<file path="src/rtl/lsq_pkg.sv">
package lsq_pkg;

  // Status bits kept for every store slot.
  typedef struct packed {
    logic wb_ok;   // allowed to write back
    logic cmt;     // committed
    logic done;    // write issued to memory
  } st_flag_t;

  // Advance a ring index by k positions, modulo the slot count.
  function automatic int ring_step(int p, int k, int slots);
    int s;
    s = p + k;
    if (s >= slots) s = s - slots;
    return s;
  endfunction

endpackage

</file>
<file path="src/rtl/lsq_lq_ring.sv">
module lsq_lq_ring #(
  parameter int N = 4,
  parameter int SEQ_W = 16,
  localparam int SLOTS = N + 1,
  localparam int PW = $clog2(SLOTS),
  localparam int CW = $clog2(N + 1)
) (
  input  logic             clk,
  input  logic             rst_n,
  input  logic             push,
  input  logic [SEQ_W-1:0] push_seq,
  input  logic             commit_v,
  input  logic [SEQ_W-1:0] commit_seq,
  input  logic             squash_v,
  input  logic [SEQ_W-1:0] squash_seq,
  output logic [CW-1:0]    count,
  output logic [SEQ_W-1:0] head_seq
);
  import lsq_pkg::*;

  logic [SLOTS-1:0] vld_q;
  logic [SEQ_W-1:0] seq_q [SLOTS];
  logic [PW-1:0]    head_q, tail_q;
  logic [CW-1:0]    cnt_q;
  logic [SLOTS-1:0] pop_m, kill_m;
  logic [CW-1:0]    pop_n, kill_n;

  always_comb begin
    pop_n  = '0;
    kill_n = '0;
    for (int i = 0; i < SLOTS; i++) begin
      pop_m[i]  = commit_v && vld_q[i] && (seq_q[i] < commit_seq);
      kill_m[i] = squash_v && vld_q[i] && (seq_q[i] > squash_seq);
      pop_n     = pop_n + CW'(pop_m[i]);
      kill_n    = kill_n + CW'(kill_m[i]);
    end
  end

  always_ff @(posedge clk) begin
    if (!rst_n) begin
      vld_q  <= '0;
      head_q <= '0;
      tail_q <= '0;
      cnt_q  <= '0;
      for (int i = 0; i < SLOTS; i++) seq_q[i] <= '0;
    end else begin
      for (int i = 0; i < SLOTS; i++) begin
        if (pop_m[i] || kill_m[i]) vld_q[i] <= 1'b0;
        if (push && tail_q == PW'(i)) begin
          vld_q[i] <= 1'b1;
          seq_q[i] <= push_seq;
        end
      end
      head_q <= PW'(ring_step(int'(head_q), int'(pop_n), SLOTS));
      if (squash_v)
        tail_q <= PW'(ring_step(int'(tail_q), SLOTS - int'(kill_n), SLOTS));
      else if (push)
        tail_q <= PW'(ring_step(int'(tail_q), 1, SLOTS));
      cnt_q <= cnt_q + CW'(push) - pop_n - kill_n;
    end
  end

  assign count    = cnt_q;
  assign head_seq = vld_q[head_q] ? seq_q[head_q] : '0;

endmodule

</file>
<file path="src/rtl/lsq_sq_ring.sv">
module lsq_sq_ring #(
  parameter int N = 4,
  parameter int SEQ_W = 16,
  localparam int SLOTS = N + 1,
  localparam int PW = $clog2(SLOTS),
  localparam int CW = $clog2(N + 1)
) (
  input  logic             clk,
  input  logic             rst_n,
  input  logic             push,
  input  logic [SEQ_W-1:0] push_seq,
  input  logic             commit_v,
  input  logic [SEQ_W-1:0] commit_seq,
  input  logic             squash_v,
  input  logic [SEQ_W-1:0] squash_seq,
  output logic             wb_valid,
  input  logic             wb_ready,
  output logic [SEQ_W-1:0] wb_seq,
  input  logic             wb_ack,
  output logic [CW-1:0]    count,
  output logic [SEQ_W-1:0] head_seq
);
  import lsq_pkg::*;

  logic [SLOTS-1:0] vld_q;
  logic [SEQ_W-1:0] seq_q [SLOTS];
  st_flag_t         flg_q [SLOTS];
  logic [PW-1:0]    head_q, tail_q, wbp_q;
  logic [CW-1:0]    cnt_q;
  logic [SLOTS-1:0] cmt_m, kill_m;
  logic [CW-1:0]    kill_n;
  logic             wb_fire, ack_pop;

  always_comb begin
    kill_n = '0;
    for (int i = 0; i < SLOTS; i++) begin
      cmt_m[i]  = commit_v && vld_q[i] && (seq_q[i] < commit_seq);
      kill_m[i] = squash_v && vld_q[i] && (seq_q[i] > squash_seq);
      kill_n    = kill_n + CW'(kill_m[i]);
    end
  end

  // Offer the store at the writeback pointer once it may go and has not gone.
  assign wb_valid = vld_q[wbp_q] && flg_q[wbp_q].wb_ok && flg_q[wbp_q].cmt
                    && !flg_q[wbp_q].done;
  assign wb_seq   = seq_q[wbp_q];
  assign wb_fire  = wb_valid && wb_ready;
  assign ack_pop  = wb_ack && vld_q[head_q] && flg_q[head_q].done;

  always_ff @(posedge clk) begin
    if (!rst_n) begin
      vld_q  <= '0;
      head_q <= '0;
      tail_q <= '0;
      wbp_q  <= '0;
      cnt_q  <= '0;
      for (int i = 0; i < SLOTS; i++) begin
        seq_q[i] <= '0;
        flg_q[i] <= '0;
      end
    end else begin
      for (int i = 0; i < SLOTS; i++) begin
        if (cmt_m[i]) begin
          flg_q[i].cmt   <= 1'b1;
          flg_q[i].wb_ok <= 1'b1;
        end
        if (wb_fire && wbp_q == PW'(i)) flg_q[i].done <= 1'b1;
        if (kill_m[i]) vld_q[i] <= 1'b0;
        if (ack_pop && head_q == PW'(i)) vld_q[i] <= 1'b0;
        if (push && tail_q == PW'(i)) begin
          vld_q[i] <= 1'b1;
          seq_q[i] <= push_seq;
          flg_q[i] <= '0;
        end
      end
      if (ack_pop) head_q <= PW'(ring_step(int'(head_q), 1, SLOTS));
      if (wb_fire) wbp_q <= PW'(ring_step(int'(wbp_q), 1, SLOTS));
      if (squash_v)
        tail_q <= PW'(ring_step(int'(tail_q), SLOTS - int'(kill_n), SLOTS));
      else if (push)
        tail_q <= PW'(ring_step(int'(tail_q), 1, SLOTS));
      cnt_q <= cnt_q + CW'(push) - CW'(ack_pop) - kill_n;
    end
  end

  assign count    = cnt_q;
  assign head_seq = vld_q[head_q] ? seq_q[head_q] : '0;

endmodule

</file>
<file path="src/rtl/lsq_blk_track.sv">
module lsq_blk_track #(
  parameter int SEQ_W = 16
) (
  input  logic             clk,
  input  logic             rst_n,
  input  logic             refuse,
  input  logic [SEQ_W-1:0] refuse_seq,
  input  logic             clear,
  output logic             blocked,
  output logic [SEQ_W-1:0] blocked_seq
);
  logic             blk_q;
  logic [SEQ_W-1:0] bseq_q;
  logic             still_blk;

  // A clear in the same cycle is applied before the refusal is weighed.
  assign still_blk = blk_q && !clear;

  always_ff @(posedge clk) begin
    if (!rst_n) begin
      blk_q  <= 1'b0;
      bseq_q <= '0;
    end else if (refuse && (!still_blk || refuse_seq < bseq_q)) begin
      blk_q  <= 1'b1;
      bseq_q <= refuse_seq;
    end else if (clear) begin
      blk_q <= 1'b0;
    end
  end

  assign blocked     = blk_q;
  assign blocked_seq = bseq_q;

endmodule

</file>
<file path="src/rtl/lsq_ring_ctrl.sv">
module lsq_ring_ctrl #(
  parameter int LQ_N = 4,
  parameter int SQ_N = 4,
  parameter int SEQ_W = 16,
  localparam int LCW = $clog2(LQ_N + 1),
  localparam int SCW = $clog2(SQ_N + 1),
  localparam int FCW = (LCW > SCW) ? LCW : SCW
) (
  input  logic             clk,
  input  logic             rst_n,
  input  logic             ld_valid,
  output logic             ld_ready,
  input  logic [SEQ_W-1:0] ld_seq,
  input  logic             st_valid,
  output logic             st_ready,
  input  logic [SEQ_W-1:0] st_seq,
  input  logic             commit_valid,
  input  logic [SEQ_W-1:0] commit_seq,
  input  logic             squash_valid,
  input  logic [SEQ_W-1:0] squash_seq,
  output logic             wb_valid,
  input  logic             wb_ready,
  output logic [SEQ_W-1:0] wb_seq,
  input  logic             wb_ack,
  input  logic             ld_refuse,
  input  logic [SEQ_W-1:0] ld_refuse_seq,
  input  logic             blk_clear,
  output logic             blocked,
  output logic [SEQ_W-1:0] blocked_seq,
  output logic [LCW-1:0]   lq_count,
  output logic [SCW-1:0]   sq_count,
  output logic             lq_full,
  output logic             sq_full,
  output logic             any_full,
  output logic [FCW-1:0]   free_cnt,
  output logic [SEQ_W-1:0] lq_head_seq,
  output logic [SEQ_W-1:0] sq_head_seq
);
  logic ld_push, st_push;
  int   lq_free, sq_free;

  assign lq_full  = int'(lq_count) >= LQ_N;
  assign sq_full  = int'(sq_count) >= SQ_N;
  assign any_full = lq_full || sq_full;
  assign ld_ready = !lq_full && !squash_valid;
  assign st_ready = !sq_full && !squash_valid;
  assign ld_push  = ld_valid && ld_ready;
  assign st_push  = st_valid && st_ready;

  always_comb begin
    lq_free  = LQ_N - int'(lq_count);
    sq_free  = SQ_N - int'(sq_count);
    free_cnt = FCW'((lq_free < sq_free) ? lq_free : sq_free);
  end

  lsq_lq_ring #(.N(LQ_N), .SEQ_W(SEQ_W)) u_lq (
    .clk(clk), .rst_n(rst_n), .push(ld_push), .push_seq(ld_seq),
    .commit_v(commit_valid), .commit_seq(commit_seq),
    .squash_v(squash_valid), .squash_seq(squash_seq),
    .count(lq_count), .head_seq(lq_head_seq)
  );

  lsq_sq_ring #(.N(SQ_N), .SEQ_W(SEQ_W)) u_sq (
    .clk(clk), .rst_n(rst_n), .push(st_push), .push_seq(st_seq),
    .commit_v(commit_valid), .commit_seq(commit_seq),
    .squash_v(squash_valid), .squash_seq(squash_seq),
    .wb_valid(wb_valid), .wb_ready(wb_ready), .wb_seq(wb_seq),
    .wb_ack(wb_ack), .count(sq_count), .head_seq(sq_head_seq)
  );

  lsq_blk_track #(.SEQ_W(SEQ_W)) u_blk (
    .clk(clk), .rst_n(rst_n), .refuse(ld_refuse), .refuse_seq(ld_refuse_seq),
    .clear(blk_clear), .blocked(blocked), .blocked_seq(blocked_seq)
  );

endmodule

</file>
<file path="config.mk">
export PLATFORM = sky130hd
export DESIGN_NAME = lsq_ring_ctrl
export DESIGN_NICKNAME = d
export VERILOG_FILES = /design/src/rtl/lsq_pkg.sv /design/src/rtl/lsq_lq_ring.sv /design/src/rtl/lsq_sq_ring.sv /design/src/rtl/lsq_blk_track.sv /design/src/rtl/lsq_ring_ctrl.sv
export SDC_FILE = /design/constraint.sdc
export NUM_CORES = 1
export LEC_CHECK = 0
export BUFFER_PORTS_ARGS = -buffer_cell sky130_fd_sc_hd__clkbuf_2
export CAP_MARGIN = 20
export CORE_UTILIZATION = 56
export DETAILED_ROUTE_END_ITERATION = 6
export GPL_TIMING_DRIVEN = 0
export PLACE_DENSITY = 0.76
export RECOVER_POWER = 50
export SYNTH_ARGS = -nofsm -noshare
export SYNTH_HDL_FRONTEND = slang
export SYNTH_SLANG_ARGS = --single-unit
</file>
<file path="constraint.sdc">
create_clock -name clk -period 6.4 [get_ports clk]
set_input_delay 0.96 -clock clk [delete_from_list [all_inputs] [get_ports clk]]
set_output_delay 0.96 -clock clk [all_outputs]
set_load 0.03 [all_outputs]
</file>
### Word level (Yosys, flattened, before mapping)

Memory sizes are Yosys's and may differ from the RTL's. A register that Yosys moved wholly into a read port is not among the register bits.
Index checks and enable logic that the tools add are counted.

| storage, ports and cells | value |
|---|---|
| register bits | 48 |
| RAM bits | 175 |
| input bits | 90 |
| output and inout bits | 80 |
| word-level logic and storage cells | 407 |
| memories kept | 3 |

Memory list:

| memory | words | bits a word | read ports | clocked after Yosys merged registers in | write ports | RTL line | RTL |
|---|---|---|---|---|---|---|---|
| u_lq.seq_q | 5 | 16 | 6 | 1 | 5 | lsq_lq_ring.sv:22 | `logic [SEQ_W-1:0] seq_q [SLOTS];` |
| u_sq.seq_q | 5 | 16 | 7 | 2 | 5 | lsq_sq_ring.sv:26 | `logic [SEQ_W-1:0] seq_q [SLOTS];` |
| u_sq.flg_q | 5 | 3 | 2 | 2 | 5 | lsq_sq_ring.sv:27 | `st_flag_t flg_q [SLOTS];` |

| cells by class | value |
|---|---|
| add/subtract/negate cells | 36 |
| $lt $le $gt $ge | 34 |
| eq/ne operators | 16 |
| muxes and demuxes | 157 |
| bitwise operators | 40 |
| reductions and logical operators | 102 |

Operator list:

| cell | count |
|---|---|
| $mux W16 | 12 |
| $lt A16 B16 Y1 | 11 |
| $gt A16 B16 Y1 | 10 |
| $mux W1 | 121 |
| $logic_and A1 B1 Y1 | 72 |
| $ge A32 B4 Y1 const B | 2 |
| $mux W3 | 21 |
| $or A1 B1 Y1 | 40 |
| $add A3 B1 Y3 | 11 |
| $eq A3 B2 Y1 const B | 8 |
| $sub A3 B3 Y3 const B | 7 |
| $ge A4 B3 Y1 const B | 5 |
| $add A3 B1 Y4 const B | 4 |
| $reduce_bool A2 Y1 | 8 |
| $sub A3 B3 Y4 const A | 4 |
| $reduce_bool A3 Y1 | 5 |
| $eq A3 B1 Y1 const B | 4 |
| $eq A3 B3 Y1 const B | 4 |
| $logic_not A3 Y1 | 4 |
| $lt A3 B4 Y1 const B | 3 |
| $add A4 B4 Y5 | 2 |
| $bmux W1 S3 | 3 |
| $sub A3 B3 Y3 | 3 |
| $logic_or A1 B1 Y1 | 7 |
| 6 further kinds | 14 |

### Longest topological paths before layout

Gate-level depths: netlist of the first run.

| depth | value |
|---|---|
| depth in word-level cells | 12 |
| depth in mapped cells | 25 |
| mapped depth without buffers | 25 |

### Modules after synthesis

Synthesis of the first run repeated with hierarchy kept, for this count alone.

| unflattened totals | value |
|---|---|
| cells, all modules | 1,769 |
| area total of the unflattened synthesis | 18,961.9 µm² |

Modules (own cells, without submodules):

| module | times used | cells an instance | area each (µm²) |
|---|---|---|---|
| lsq_sq_ring | 1 | 865 | 9,633.0 |
| lsq_lq_ring | 1 | 735 | 7,967.6 |
| lsq_blk_track | 1 | 128 | 1,078.5 |
| lsq_ring_ctrl | 1 | 41 | 282.8 |

### Worst setup path after synthesis of the first run

No wires, ideal clock.

| path | value |
|---|---|
| path type | input to register |
| from | in squash_seq[9] |
| to | reg u_lq.tail_q[1] |
| setup time | 0.065 ns |
| data arrival time | 6.067 ns |
| data required time | 6.335 ns |
| setup slack | 0.268 ns |
| stages on the path | 24 |
| buffers on the path | 0 |
| cells stage by stage | inv_1 > ha_1 > a21o_1 > a211oi_1 > o21bai_1 > a221o_1 > a2111oi_2 > nor2_1 > ha_1 > inv_1 > fa_1 > inv_1 > ha_1 > fa_1 > inv_1 > fa_1 > ha_1 > inv_1 > a21oi_1 > maj3_1 > a21oi_1 > mux2i_1 > a21oi_1 > nor2_1 |

| between the ends | value |
|---|---|
| word-level cells in the longest chain between the ends | 11 |
| elaborated cells on any way between the ends | 20 |
| classes of those cells | 7 x add/sub; 6 x order compare; 2 x mux; 5 x reduce/logical |

Ends and longest elaborated chain:

| what | RTL line | RTL |
|---|---|---|
| from (decl) | lsq_ring_ctrl.sv:20 | `input logic [SEQ_W-1:0] squash_seq,` |
| $gt A16 B16 Y1 | lsq_lq_ring.sv:33 | `kill_m[i] = squash_v && vld_q[i] && (seq_q[i] > squash_seq);` |
| $logic_and A1 B1 Y1 | lsq_lq_ring.sv:33 |  |
| $add A1 B1 Y2 | lsq_lq_ring.sv:35 | `kill_n = kill_n + CW'(kill_m[i]);` |
| $add A3 B1 Y3 (2 in series) | lsq_lq_ring.sv:35 |  |
| $add A3 B1 Y3 (*) | lsq_lq_ring.sv:35 |  |
| $sub A3 B3 Y4 (*) | lsq_lq_ring.sv:56 | `tail_q <= PW'(ring_step(int'(tail_q), SLOTS - int'(kill_n), SLOTS));` |
| $add A4 B4 Y5 (*) | lsq_pkg.sv:13 | `s = p + k;` |
| $ge A32 B4 Y1 or $sub A3 B3 Y3 (tied branches) | lsq_pkg.sv:14 | `if (s >= slots) s = s - slots;` |
| $mux W3 (*) | lsq_pkg.sv:14 |  |
| $mux W3 (*) | lsq_lq_ring.sv:55 | `if (squash_v)` |
| to (signal assigned) | lsq_lq_ring.sv:56 |  |
| to (signal assigned) | lsq_lq_ring.sv:58 | `tail_q <= PW'(ring_step(int'(tail_q), 1, SLOTS));` |
| to (decl) | lsq_lq_ring.sv:23 | `logic [PW-1:0] head_q, tail_q;` |

Mark *: on every way between the ends. The rest lies on a longest branch, timed or not.
A chain may end at the register's enable or synchronous reset.

### Final worst setup path of the first run

| path | value |
|---|---|
| from | in squash_seq[8] |
| to | reg u_lq.tail_q[1] |

The elaborated chain is that of the path after synthesis.

==> results of run 1 <==
[report_power, final]
| part | total (mW) | internal [mW] | switching (mW) |
|---|---|---|---|
| Sequential | 1.96 | 1.76 | 0.198 |
| Clock | 1.48 | 0.850 | 0.633 |
| Combinational | 1.77 | 0.696 | 1.07 |
| Total | 5.21 | 3.31 | 1.90 |
[state kept, by name, summed over array words and instances, names as in the netlist, named ones only]
| name | count |
|---|---|
| u_sq.count | 3 |
| u_sq.head_q | 3 |
| u_lq.head_q | 3 |
| u_sq.tail_q | 3 |
| u_blk.blocked | 1 |
| u_lq.vld_q | 5 |
| u_lq.seq_q | 80 |
| u_blk.blocked_seq | 16 |
| u_sq.seq_q | 80 |
| u_sq.flg_q | 11 |
| u_lq.count | 3 |
| u_lq.tail_q | 3 |
| u_sq.vld_q | 5 |
| u_sq.wbp_q | 3 |
[critical path, delay by kind of cell]
kind	cells	cell delay, ns
adders and majority gates	8	3.05
AOI/OAI and AO/OA	8	1.81
buffers and inverters	5	0.49
muxes	1	0.22
and+or+nand+nor	2	0.20
[path summary, 6_finish.rpt]
kind	cells past startpoint	to	startpoint
setup / recovery	24	u_lq.tail_q[1]	squash_seq[8]
hold / removal	2	u_sq.flg_q[4][1]	u_sq.flg_q[4][1]
setup reg to reg	22	u_lq.tail_q[1]	u_lq.seq_q[1][9]
hold reg to reg	2	u_sq.flg_q[4][1]	u_sq.flg_q[4][1]
[per-stage QoR]
stage          std cells  cell area, um2  TNS, ns  hold WS, ns
3_3_place_gp        2361           20200    -5.27        0.457
5_1_grt             2435           21300  -0.0792        0.497
2_1_floorplan       1751           18800        0        0.441
4_1_cts             2411           21100        0        0.480
3_5_place_dp        2362           20200    -6.18        0.468
6_report            2435           21300        0        0.482
[per-layer routing]
metal / vias up / share of wire / GRT usage
li1: 7144 / - / -
met1: 7457 / 0.43 / 0.469
met2: 808 / 0.44 / 0.539
met3: 121 / 0.097 / 0.0735
met4: 0 / 0.032 / 0.124
met5: - / 0 / 0
[repair_timing]
item                       4_1_cts  5_1_grt
setup endpoints to repair        6        7
resized for setup                7       18
hold buffers                     0        0
pin swaps                        0        4
setup buffers                    2       21
[logic make-up after synthesis]
group                      after synthesis
muxes                                  103
buffers and inverters                  169
and+or+nand+nor                        431
DFF                                    225
adders and majority gates              398
xor gates and xnor gates                21
AOI/OAI and AO/OA                      404
[cell type report]
class,instances,area (um2)
well taps,442,553
diodes,1,2.50
clock inverters,16,141
clock buffers,31,691
repair buffers,194,1010
flip-flops and latches,225,6210
fillers,2666,11500
multi-input cells,1357,11900
plain buffers,37,163
inverters,132,533
[cell usage in the layout, fill, tap and decap left out, drive strengths merged, types with 8 or more instances in the layout]
cell      Yosys  layout
fa           13      13
nand2        82      82
nor3         30      30
a31oi        11      11
clkinv        1      12
nor2        100     100
o31ai        10      10
nor2b        27      27
xnor2        16      16
dfxtp        55      55
or2           9       9
clkinvlp      0      13
edfxtp      170     170
nand2b       17      17
and2         40      40
a21oi       113     113
a211oi       19      19
buf          16      40
mux2         17      17
clkbuf       21     222
o21a         15      15
a21o         60      60
mux2i        35      35
mux4         51      51
o21ai        92      92
ha          383     383
nand4        43      43
nor4          8       8
inv         131     121
nand3        38      38
o211ai       19      19
==> flow_summary.toml, run 1 <==
[outcome]
status = "complete, no violations"

[synth]
synth_top_family_by_area = "adder cells"
synth_edf_count = 170
synthCells = 1751
synth_fa_ha_area_frac = 0.270
synth_warnings = 0
yosys.area_share.simple = 0.122
yosysMostFrequentCell = "ha_1"
ys_types = 95
synth_area_um2 = 18800
yosys.area_share.xor_xnor = 0.00980
syn_avg_cell_area_um2 = 10.7
synth_top_cell_by_area = "edfxtp_1"
synth.net_count = 2237
synth_area_leaders = "edfxtp_1, ha_1, mux4_2"
synth_top_area_frac = 0.272
ys_seq_elements = 225
synthTopCellsByCount = "ha_1, edfxtp_1, inv_1"
synth-main-ff-cell = "edfxtp_1"
synth-compound-area-share = 0.141
synthMuxAreaShare = 0.0901
async_flop_share = 0
yosysSeqAreaShare = 0.331

[floorplanning]
initial_core_util = 0.572
die_h_um = 185
io_pins = 170
die_width_um = 185
rows = 66
dieArea_um2 = 34200
coreArea_um2 = 32800

[critical_path]
cp_max_fo = 8
critPathCaptureType = "flop"
cp_common_cell = "ha_1"
slowest_stage = "fa_2"
required_ns = 6.89
cp-start-kind = "input port"
reg2reg_slack_ns = 0.39
max_stage_delay_ns = 0.59
worstPathArrival_ns = 6.75
path_cells = "clkbuf_2 -> clkinvlp_4 -> ha_1 -> a21o_1 -> a211oi_1 -> o21bai_1 -> a221o_1 -> a2111oi_4 -> nor2_1 -> ha_1 -> inv_1 -> fa_1 -> inv_1 -> ha_1 -> fa_2 -> inv_1 -> fa_2 -> ha_1 -> a21oi_1 -> maj3_1 -> a21oi_4 -> mux2i_1 -> a21oi_1 -> nor2_1"
critPathKind = "input port to flop"

[sta]
rsz0062_at_grt = "true"
relSlewSlack = 0.211
tightest_slew_ns = 1.17
slew_violations = 0
fin_ws_ns = 0.138
period_share = 0.978
finalCriticalPeriod_ns = 6.26
clock_skew_ns = 0.0315
setup_viol = 0
max_freq_ghz = 0.160
hold_violations = 0

[final_layout]
final_util = 0.648
drive_above_1_share = 0.173
final_nets = 2459
area.growth.synth_to_final_pct = 13.3

[place]
dp_hpwl_um = 45400
pre_cts_ws_ns = -0.983
gp_congestion = 0.970
port_buffers = 168

[clock_network]
cts.clk_slew.worst_paths_ns = 0.06
cts_tree = "built"
cts_root_buf = "clkbuf_16"
clock_latency_ns = 0.56
htreeDepth = 1
cts.sinks = 225
cts_max_path_buffers = 3
cts_made_buffers = 26

[flow_run]
max_cap_viol_count = 0

[detailed_routing]
vias_per_cell = 6.38
drc = 0
first_pass_iters = 7
drt.antenna.violating_nets = 0
vias = 15530
drtIter0Drc = 1477
wl_per_cell_um = 24.1
routed_wirelength_um = 58600

[pwr]
vdd_drop_max_mv = 0.592
finalPower_mw = 5.21
leakage_nw = 9.39
p_per_area_nw_per_um2 = 245

[global_route]
grt_pass1_wl_um = 87800
track_usage = 0.344
grt_max_degree = 18
first_global_vias = 15002
antenna_found_initial = 1
grt.overflow.total = 0

[worst_hold_path]
hp-class = "flop to flop"
No activity file was read; power rests on OpenSTA's default activity.
==> inputs of run 2 (changes only) <==
Settings changed: CELL_PAD_IN_SITES_DETAIL_PLACEMENT set to 1, CELL_PAD_IN_SITES_GLOBAL_PLACEMENT set to 1, CORE_UTILIZATION 56 to 44, PLACE_DENSITY 0.76 to 0.75.
==> run 2 against run 1 <==
Against the previous run: sequential power hardly changed; power up 4.2%; wire length up 13%; via count is 1.1% higher; non-clock buffer count up 8; combinational power grew 3%; hold slack better by 0.0046 ns; highest routed layer unchanged; the flow now finishes with violations (max-capacitance violations, max-slew violations); global-route usage fell by 4.1 points; critical path depth unchanged; largest power group unchanged; largest cell class unchanged.
==> flow_summary.toml, run 2 (synthesis results as in run 1) <==
[detailed_routing]
routed_wirelength_um = 66200
vias = 15707
wl_per_cell_um = 26.1
drc = 0
vias_per_cell = 6.18
drtIter0Drc = 1266
first_pass_iters = 5
drt.antenna.violating_nets = 0

[clock_network]
clock_latency_ns = 0.59
cts_root_buf = "clkbuf_16"
cts_max_path_buffers = 3
htreeDepth = 1
postCtsHoldBufs = 0
cts_made_buffers = 27
cts.sinks = 225
cts.clk_slew.worst_paths_ns = 0.06
cts_tree = "built"

[global_route]
first_global_vias = 16217
grt_max_degree = 18
grt_pass1_wl_um = 99700
track_usage = 0.303
grt.overflow.total = 0
antenna_found_initial = 0

[place]
gp_congestion = 0.932
port_buffers = 168
place_inst = 2461
dp_hpwl_um = 50900
pre_cts_ws_ns = -1.03

[final_layout]
final_util = 0.512
area.growth.synth_to_final_pct = 14.7
antenna_cells = 0
n_fill_cell = 4682
final_nets = 2468
final_common_cell = "ha_1"
drive_above_1_share = 0.173
mostFrequentLayoutCells = "ha_1, edfxtp_1, clkbuf_2"
stdcell_count = 2542

[floorplanning]
rows = 75
io_pins = 170
dieArea_um2 = 43500
initial_core_util = 0.446
die_h_um = 209
die_width_um = 209
coreArea_um2 = 42000

[critical_path]
worstPathArrival_ns = 6.68
path_cells = "clkbuf_2 -> inv_1 -> ha_1 -> nand4_1 -> nor2_1 -> a221o_1 -> a2111oi_4 -> nor2_1 -> ha_1 -> inv_1 -> fa_1 -> inv_1 -> ha_1 -> fa_1 -> inv_1 -> fa_1 -> ha_1 -> inv_1 -> a21oi_1 -> maj3_1 -> a21oi_2 -> mux2i_1 -> a21oi_1 -> nor2_1"
cp_common_cell = "inv_1"
slowest_stage = "fa_1"
max_stage_delay_ns = 0.60
cp-start-kind = "input port"
critPathKind = "input port to flop"
cp_max_fo = 10
required_ns = 6.92
critPathCaptureType = "flop"

[sta]
rsz0062_at_grt = "false"
max_freq_ghz = 0.162
finalCriticalPeriod_ns = 6.16
tightest_slew_ns = 2.42
clock_skew_ns = 0.0208
period_share = 0.963
slew_violations = 14
hold_violations = 0
setup_viol = 0
relSlewSlack = -0.628
fin_ws_ns = 0.239

[pwr]
finalPower_mw = 5.43
p_per_area_nw_per_um2 = 252
leakage_nw = 9.40
vdd_drop_max_mv = 0.387

[worst_hold_path]
hp-class = "flop to flop"

[outcome]
violations = "max-capacitance violations, max-slew violations"
status = "complete, but fails checks"

[flow_run]
max_cap_viol_count = 1
==> run 2: changes by cell type in the layout (fill, tap and decap cells not counted), moves of 3 or more <==
cell,delta
and2_0,+22
and2_1,-22
clkbuf_1,+9
buf_4,+6
clkbuf_2,-4
inv_1,-4
clkinv_2,-3
==> run 2: cell type report <==
class                           count  area, um2  area share
Tap cell                          539        674      0.0313
Clock buffer                       33        718      0.0334
Multi-Input combinational cell   1357      12000       0.556
Clock inverter                     17        195     0.00907
Inverter                          132        546      0.0253
Buffer                             37        161     0.00750
Timing Repair Buffer              202       1060      0.0492
Sequential cell                   225       6210       0.288
==> run 2: path summary, 6_finish.rpt <==
kind	slack, ns	from	depth (start not counted)	endpoint
min reg2reg	0.49	u_blk.blocked_seq[13]	2	u_blk.blocked_seq[13]
min	0.49	u_blk.blocked_seq[13]	2	u_blk.blocked_seq[13]
max reg2reg	0.43	u_lq.seq_q[1][9]	23	u_lq.tail_q[1]
max	0.24	squash_seq[12]	24	u_lq.tail_q[1]
==> run 2: power by group <==
| part | total [mW] | switching, mW | internal [mW] |
|---|---|---|---|
| Sequential | 1.96 | 0.198 | 1.76 |
| Combinational | 1.82 | 1.12 | 0.705 |
| Clock | 1.65 | 0.688 | 0.958 |
==> run 2: critical path, delay by kind of cell <==
kind                       cells  cell delay [ns]
buffers and inverters          6             0.78
AOI/OAI and AO/OA              5             1.23
and+or+nand+nor                4             0.40
muxes                          1             0.22
adders and majority gates      8             3.09
==> run 2: what timing repair did <==
| item | CTS | global route |
|---|---|---|
| buffers inserted | 3 | 27 |
| pin swaps | 0 | 4 |
| endpoints found under the setup margin | 9 | 9 |
| endpoints found under the hold margin | 0 | 0 |
| gates resized for setup | 10 | 20 |
==> run 2: routing by layer <==
layer | global-route usage | vias to the layer above | part of all wire
met5 | 0 | - | 0
met4 | 0.0940 | 0 | 0.030
met1 | 0.421 | 7867 | 0.45
met2 | 0.492 | 572 | 0.46
met3 | 0.0356 | 127 | 0.062
li1 | - | 7141 | -
==> run 2: metrics by stage <==
stage / hold slack, ns / instance area (um2) / TNS, ns
after floorplan: 0.441 / 18800 / 0
after global placement: 0.455 / 20300 / -6.77
after detailed placement: 0.474 / 20300 / -7.89
after CTS: 0.487 / 21300 / 0
after global routing: 0.507 / 21500 / 0
final: 0.487 / 21500 / 0
==> inputs of run 3 (changes only) <==
Settings changed: BUFFER_PORTS_ARGS -buffer_cell sky130_fd_sc_hd__clkbuf_2 to not set, CORE_UTILIZATION 44 to 47, DONT_BUFFER_PORTS set to 1.
==> run 3 against run 2 <==
Against the previous run: the run still ends with max-capacitance violations, max-slew violations left; power decreased by 4.9%; flip-flop and latch count did not move; die area is 6.3% lower; count of clock-buffer cells in the layout grew 1; via count decreased by 4.0%; sequential share of layout area grew 1.6 points; global-route usage rose by 1.7 points; non-clock buffer count fell by 182; setup slack worse by 0.091 ns; register-to-register slack worse by 0.11 ns; critical path type unchanged.
==> flow_summary.toml, run 3 (synthesis results as in run 1) <==
[place]
gp_congestion = 0.948
place_inst = 2271
pre_cts_ws_ns = -0.908
port_buffers = 0
dp_hpwl_um = 50500

[sta]
tightest_slew_ns = 1.76
fin_ws_ns = 0.149
slew_violations = 16
rsz0062_at_grt = "true"
relSlewSlack = -0.187
period_share = 0.977
max_freq_ghz = 0.160
finalCriticalPeriod_ns = 6.25
tns_ns = 0
setup_viol = 0
clock_skew_ns = 0.0155
hold_violations = 0

[critical_path]
cp-start-kind = "input port"
cp_max_fo = 10
critPathKind = "input port to flop"
required_ns = 6.89
worstPathArrival_ns = 6.75
critPathCaptureType = "flop"

[outcome]
status = "complete, but fails checks"
violations = "max-capacitance violations, max-slew violations"

[detailed_routing]
drtIter0Drc = 1056
drt.antenna.violating_nets = 0
drc = 0
first_pass_iters = 5
vias_per_cell = 6.45
vias = 15084
wl_per_cell_um = 27.8
routed_wirelength_um = 65100

[clock_network]
cts.sinks = 225
cts.clk_slew.worst_paths_ns = 0.06
cts_made_buffers = 27
cts_root_buf = "clkbuf_16"
cts_max_path_buffers = 3
htreeDepth = 1
cts_tree = "built"
clock_latency_ns = 0.57
postCtsHoldBufs = 0

[floorplanning]
die_h_um = 202
io_pins = 170
rows = 72
dieArea_um2 = 40700
die_width_um = 202
coreArea_um2 = 39000
initial_core_util = 0.481

[global_route]
track_usage = 0.320
antenna_found_initial = 4
first_global_vias = 15678
grt_pass1_wl_um = 98500
grt_max_degree = 18
grt.overflow.total = 0

[worst_hold_path]
hp-class = "flop to flop"

[pwr]
leakage_nw = 8.69
vdd_drop_max_mv = 0.391
finalPower_mw = 5.16
p_per_area_nw_per_um2 = 253

[final_layout]
final_common_cell = "ha_1"
stdcell_count = 2339
mostFrequentLayoutCells = "ha_1, edfxtp_1, inv_1"
n_fill_cell = 4264
area.growth.synth_to_final_pct = 8.83
final_nets = 2286
drive_above_1_share = 0.0957

[flow_run]
max_cap_viol_count = 2
run 3: changes by cell type in the layout (fill, tap and decap cells not counted), sizes merged:
cell / previous run / this run
clkbuf: 229 / 62
clkinvlp: 16 / 7
bufinv: 4 / 2
buf: 43 / 29
clkinv: 11 / 12
inv: 118 / 125
diode: 0 / 2
run 3: repair_timing:
item / 4_1_cts / 5_1_grt
buffers inserted: 0 / 15
resized for setup: 7 / 9
gates cloned: 0 / 0
endpoints found under the setup margin: 6 / 7
pin swaps: 0 / 2
run 3: worst paths after layout:
check | to | cells past startpoint | from | slack, ns
setup reg to reg | u_sq.tail_q[1] | 22 | u_sq.seq_q[1][3] | 0.32
setup / recovery | u_sq.tail_q[1] | 23 | squash_seq[3] | 0.15
hold reg to reg | u_sq.flg_q[4][1] | 2 | u_sq.flg_q[4][1] | 0.51
hold / removal | u_sq.flg_q[4][1] | 2 | u_sq.flg_q[4][1] | 0.51
run 3: layout make-up:
type                       instances  area, um2  share of cell area
clock buffer                      34        702              0.0344
antenna                            2       5.00            0.000245
tap                              518        648              0.0317
buffer                            37        161             0.00790
sequential                       225       6210               0.304
clock inverter                    14        121             0.00594
timing repair buffer              20        131             0.00643
inverter                         132        518              0.0254
multi-input combinational       1357      11900               0.584
run 3: where the power goes:
| group | leakage [nW] | switching, mW | internal [mW] |
|---|---|---|---|
| logic | 6.08 | 1.04 | 0.630 |
| registers | 2.21 | 0.239 | 1.76 |
| clock network | 0.403 | 0.644 | 0.851 |
run 3: metrics by stage:
step | cell area, um2 | hold WS (ns) | utilization
after floorplan | 18800 | 0.441 | -
after global placement | 19400 | 0.455 | 0.498
after detailed placement | 19500 | 0.502 | 0.499
after CTS | 20300 | 0.510 | 0.521
after global routing | 20400 | 0.547 | 0.523
final | 20400 | 0.510 | 0.524
run 3: critical path, cell delays in order:
cell and delay (ns):
inv_1 0.38, ha_4 0.22, nand4_1 0.21, o221ai_2 0.28, a31oi_1 0.14, or3_1 0.37
a311oi_4 0.41, ha_1 0.33, fa_1 0.55, ha_1 0.15, inv_1 0.05, fa_2 0.60
inv_1 0.08, ha_1 0.27, inv_1 0.04, ha_1 0.32, xor2_1 0.26, a21oi_1 0.08
maj3_1 0.40, a21oi_2 0.21, mux2i_1 0.23, a21oi_1 0.09, nor2_1 0.10
run 3: layer usage:
layer,part of all wire,GRT usage,vias up
li1,-,-,6787
met3,0.083,0.0598,112
met4,0.027,0.0931,4
met1,0.44,0.443,7598
met2,0.45,0.510,583
met5,0.00046,0,-
